[src/rtl/scl_div_pkg.sv]
package scl_div_pkg;

    // Field widths of the rate word and the fixed phase count
    parameter int M_W    = 4;
    parameter int N_W    = 3;
    parameter int PHASES = 10;
    parameter int CFG_W  = 8;

    // Derived sizes
    localparam int BIN_W = 2 ** N_W;          // binary stage counts up to 2^(2^N_W)
    localparam int PH_W  = $clog2(PHASES);

    typedef struct packed {
        logic [M_W-1:0] m;
        logic [N_W-1:0] n;
    } baud_t;

    typedef struct packed {
        logic lin_ev;   // end of linear stage
        logic bin_ev;   // end of binary stage (one phase)
    } stage_ev_t;

    // Pull M and N out of the written word; upper bits are dropped.
    function automatic baud_t unpack_baud(input logic [CFG_W-1:0] d);
        baud_t r;
        r.m = d[N_W+M_W-1:N_W];
        r.n = d[N_W-1:0];
        return r;
    endfunction

    // Terminal count of the binary stage: 2^(n+1) - 1
    function automatic logic [BIN_W-1:0] bin_last(input logic [N_W-1:0] n);
        return {BIN_W{1'b1}} >> (BIN_W - 1 - int'(n));
    endfunction

endpackage

[src/rtl/scl_div_linear.sv]
module scl_div_linear
    import scl_div_pkg::*;
#(
    parameter int W = M_W
) (
    input  logic         clk,
    input  logic         rst,
    input  logic         clr,
    input  logic [W-1:0] limit,
    output logic         done
);
    logic [W-1:0] cnt;

    assign done = (cnt == limit);

    always_ff @(posedge clk) begin
        if (rst || clr) begin
            cnt <= '0;
        end else if (done) begin
            cnt <= '0;
        end else begin
            cnt <= cnt + 1'b1;
        end
    end
endmodule

[src/rtl/scl_div_binary.sv]
module scl_div_binary
    import scl_div_pkg::*;
#(
    parameter int SEL_W = N_W,
    parameter int W     = BIN_W
) (
    input  logic             clk,
    input  logic             rst,
    input  logic             clr,
    input  logic             step,
    input  logic [SEL_W-1:0] sel,
    output logic             done
);
    logic [W-1:0] cnt;
    logic [W-1:0] last;

    assign last = bin_last(sel);
    assign done = step && (cnt == last);

    always_ff @(posedge clk) begin
        if (rst || clr) begin
            cnt <= '0;
        end else if (step) begin
            if (cnt == last) begin
                cnt <= '0;
            end else begin
                cnt <= cnt + 1'b1;
            end
        end
    end
endmodule

[src/rtl/scl_div_phase.sv]
module scl_div_phase
    import scl_div_pkg::*;
#(
    parameter int NPH = PHASES,
    parameter int W   = PH_W
) (
    input  logic         clk,
    input  logic         rst,
    input  logic         clr,
    input  logic         step,
    output logic [W-1:0] idx,
    output logic         step_q,
    output logic         wrap_q
);
    localparam logic [W-1:0] LAST = W'(NPH - 1);

    logic at_last;
    assign at_last = (idx == LAST);

    always_ff @(posedge clk) begin
        if (rst || clr) begin
            idx    <= '0;
            step_q <= 1'b0;
            wrap_q <= 1'b0;
        end else begin
            step_q <= step;
            wrap_q <= step && at_last;
            if (step) begin
                idx <= at_last ? '0 : idx + 1'b1;
            end
        end
    end
endmodule

[src/rtl/scl_rate_gen.sv]
module scl_rate_gen
    import scl_div_pkg::*;
(
    input  logic             clk,
    input  logic             rst,
    input  logic             cfg_we,
    input  logic [CFG_W-1:0] cfg_data,
    output logic             phase_tick,
    output logic             period_tick,
    output logic [PH_W-1:0]  phase_idx
);
    baud_t     baud;
    stage_ev_t ev;
    logic      unused_hi;

    assign unused_hi = ^cfg_data[CFG_W-1:M_W+N_W];

    // Rate word register
    always_ff @(posedge clk) begin
        if (rst) begin
            baud <= '0;
        end else if (cfg_we) begin
            baud <= unpack_baud(cfg_data);
        end
    end

    scl_div_linear #(.W(M_W)) u_lin (
        .clk   (clk),
        .rst   (rst),
        .clr   (cfg_we),
        .limit (baud.m),
        .done  (ev.lin_ev)
    );

    scl_div_binary #(.SEL_W(N_W), .W(BIN_W)) u_bin (
        .clk  (clk),
        .rst  (rst),
        .clr  (cfg_we),
        .step (ev.lin_ev),
        .sel  (baud.n),
        .done (ev.bin_ev)
    );

    scl_div_phase #(.NPH(PHASES), .W(PH_W)) u_ph (
        .clk    (clk),
        .rst    (rst),
        .clr    (cfg_we),
        .step   (ev.bin_ev),
        .idx    (phase_idx),
        .step_q (phase_tick),
        .wrap_q (period_tick)
    );
endmodule

[config.mk]
export PLATFORM = sky130hd
export DESIGN_NAME = scl_rate_gen
export DESIGN_NICKNAME = d
export VERILOG_FILES = /design/src/rtl/scl_div_pkg.sv /design/src/rtl/scl_div_linear.sv /design/src/rtl/scl_div_binary.sv /design/src/rtl/scl_div_phase.sv /design/src/rtl/scl_rate_gen.sv
export SDC_FILE = /design/constraint.sdc
export NUM_CORES = 1
export LEC_CHECK = 0
export ABC_AREA = 1
export BUFFER_PORTS_ARGS = -buffer_cell sky130_fd_sc_hd__buf_4
export CELL_PAD_IN_SITES_DETAIL_PLACEMENT = 2
export CELL_PAD_IN_SITES_GLOBAL_PLACEMENT = 2
export CORE_ASPECT_RATIO = 0.6
export CORE_MARGIN = 5
export CORE_UTILIZATION = 32
export CTS_CLUSTER_SIZE = 30
export DETAILED_ROUTE_END_ITERATION = 10
export MAX_ROUTING_LAYER = met4
export PLACE_DENSITY = 0.86
export REMOVE_ABC_BUFFERS = 1
export SETUP_SLACK_MARGIN = 0.5
export SLEW_MARGIN = 20
export SYNTH_ARGS = -nofsm -noshare
export SYNTH_HDL_FRONTEND = slang
export SYNTH_SLANG_ARGS = --single-unit
[constraint.sdc]
create_clock -name clk -period 1.5 [get_ports clk]
set_input_delay 0.3 -clock clk [delete_from_list [all_inputs] [get_ports clk]]
set_output_delay 0.3 -clock clk [all_outputs]
set_load 0.01 [all_outputs]
==> out/results.tsv <==
metric	value	unit
status	finished, violations left	
failing checks	negative setup slack	
RSZ-0062 raised after global routing	yes	
Non-Filler Instances	282	
clock slew at reported path FFs	0.11	ns
Worst Setup End Kind	flip-flop	
Avg WL per Cell	20.56	µm
YS warnings	0	
aggregate routed wire length	5.797	mm
post-layout instance area	0.001903	mm²
syn_area_per_cell	7.204	µm²
port bufs	15	
vias per cell	5.021	
Critical Path Slowest Stage Cell	dfxtp_2	
pin count of the biggest net entering global routing	16	
CP Launch Type	flip-flop	
slowest stage delay, CP	0.41	ns
Skew-Pair Late Insertion Delay	0.28	ns
Fmax	0.6597	GHz
Max Cap Viol	0	
clk buf depth	2	
Min-Delay Path Class	input port to flip-flop	
Syn Inst Count	190	
gpl congestion	0.7781	
Max FO, Critical Path	7	
Synth Area in XOR/XNOR	0.06399	
antenna violations before repair	0	
Inst Count DP	264	
WP data required	1.73	ns
compound-gate portion of the synthesized area	0.07678	
Max Clock Skew	0.01682	ns
Pwr Density	771.7	mW/mm²
DIE AREA	0.005728	mm²
layout cells sized above 1	0.4505	
Yosys top cell area share	0.3656	
fill count	463	
top post-synthesis cells by area	dfxtp_1 (37%), nand2_1 (12%), inv_1 (7.1%), nand3_1 (5.5%), nor2_1 (5.2%)	
VDD IR max	332.4	µV
Tot GR Track Use	0.2074	
largest family of logic cells by synthesized area	simple AND/OR/NAND/NOR gates	
adder-cell share of the synthesized area	0.01828	
Worst path depth	10	
Cell Rows	18	
Tightest Pin Transition	0.4416	ns
vias in the first global route	1561	
delay-heaviest family, CP	simple AND/OR/NAND/NOR gates	
Max transition margin	0.7053	
DRT Pass-1 Iters	4	
die width	94.44	µm
ANT nets after route	0	
leak pwr	0.0007675	µW
hold path cells	2	
Starting Density	0.3321	
initial detailed-routing violation count	45	
io pins	17	
Final Core Density	0.4617	
vias after detailed routing	1416	
fin crit period	1.516	ns
Crit path top cell by count	nor2_4	
CTS Root Cell	clkbuf_8	
Core Region	0.004121	mm²
Finish-stage setup viols	2	
Max H-tree Level	1	
worst path arrival time	1.75	ns
clk sinks	25	
DRC viols	0	
post-route setup slack	-0.01584	ns
Post-DP Area	0.001548	mm²
crit share post-route	1.011	
Post-Syn Area	0.001369	mm²
Die Ht	60.66	µm
Yosys top cell by area	dfxtp_1	
fin. max-slew vios	0	
Yosys cell types	27	
net count reported at finish	236	
Critical path buffers and inverters	2	
Seq cells post-synth	25	
global-route wire length before repair	8.418	mm
ant diodes	0	
post-synthesis simple-gate area fraction	0.3711	
mux contribution to synthesized area	0	
TritonCTS clock tree	yes	
Layout area overhead	39.03	%
HPWL Detailed	3.011	mm
worst r2r path cells	10	
CP Class	flip-flop to flip-flop	
post-synthesis sequential area ratio	0.3656	
number of buffers created by CTS	3	
Overflow after GRT	0	
final hold vios	0	
crit path cell chain	nand2_2 > inv_2 > nor2_4 > nor2_4 > nand2_4 > inv_6 > nand3_4 > nor2_4 > nand2_1 > nand2_1	
through the flow:
step	setup TNS [ns]	worst slack, ns	total power (µW)	hold slack (ns)
global placement	-0.01265	-0.006576	892.1	0.4708
floorplan	0	0.2299	831.7	0.3691
CTS	0	0.1027	1379	0.2501
detailed placement	-0.2479	-0.04895	903.9	0.4807
finish	-0.01660	-0.01584	1469	0.2592
global route	-0.3366	-0.07403	1527	0.2620
repair_timing:
item	CTS	global route
pin swaps	4	10
buffers inserted	7	7
setup endpoints to repair	24	24
cloned	0	0
gates resized for setup	37	37
hold buffers	0	0
final cells by class:
cell class / count / area, µm² / area share
multi-input cells: 132 / 858.3 / 0.4510
well taps: 60 / 75.07 / 0.03945
inverters: 29 / 116.4 / 0.06114
clock buffers: 3 / 41.29 / 0.02170
clock inverters: 1 / 7.507 / 0.003945
repair buffers: 32 / 266.5 / 0.1400
flip-flops and latches: 25 / 538.0 / 0.2827
per-layer routing:
metal,GRT usage,share of wire,wire length [µm]
met2,0.3579,0.48,2808
met5,-,0,0
met4,0.07202,0.017,98
met3,0.04213,0.023,135
met1,0.2446,0.48,2754
cells in the mapped netlist:
master and count:
nand2_1 45, inv_1 26, dfxtp_1 25, nor2_1 19, nand3_1 15, a21oi_1 7
xor2_1 7, a211oi_1 6, nor3_1 5, nand4_1 4, nor2_2 4, nor2_4 3
o21ai_0 3, xnor2_1 3, buf_6 2, ha_1 2, inv_2 2, nand3_2 2
o21ai_1 2, buf_2 1, clkbuf_1 1, inv_4 1, nand2_4 1, nand3_4 1
nand4_2 1, nor3_2 1, nor3b_2 1
state kept, by name, indices dropped and copies added (netlist names):
name	cells
u_bin.cnt	8
baud	7
u_ph.step_q	1
u_ph.wrap_q	1
u_lin.cnt	4
u_ph.idx	4
cell families after synthesis:
kind of cell             after synthesis
flip-flops                            25
AND/OR/NAND/NOR                      102
AO/OA/AOI/OAI                         18
adder cells (fa/ha/maj)                2
buffers and inverters                 33
XOR/XNOR                              10
cells in the final DEF (no fill, tap or decap), drive strengths merged:
master    count
nor2         26
buf          32
nand2        46
xnor2         3
ha            2
nor3b         1
a211oi        6
nand3        18
nand4         5
dfxtp        25
inv          29
o21ai         5
a21oi         7
clkinvlp      1
clkbuf        3
xor2          7
nor3          6
power by group:
part           switching [µW]  internal, µW
Combinational             187           134
Clock                     248           189
Sequential               31.4           680
Total                     466          1000
path summary, 6_finish.rpt:
path                                  from                       end  slack [ns]
hold / removal                         rst      baud[4]$_SDFFE_PP0P_        0.26
setup reg to reg      baud[4]$_SDFFE_PP0P_  u_ph.idx[1]$_SDFFE_PP0P_       -0.02
hold reg to reg   u_ph.idx[2]$_SDFFE_PP0P_  u_ph.idx[2]$_SDFFE_PP0P_        0.51
setup / recovery      baud[4]$_SDFFE_PP0P_  u_ph.idx[1]$_SDFFE_PP0P_       -0.02
Note: power is estimated with default switching activity, not from simulation.
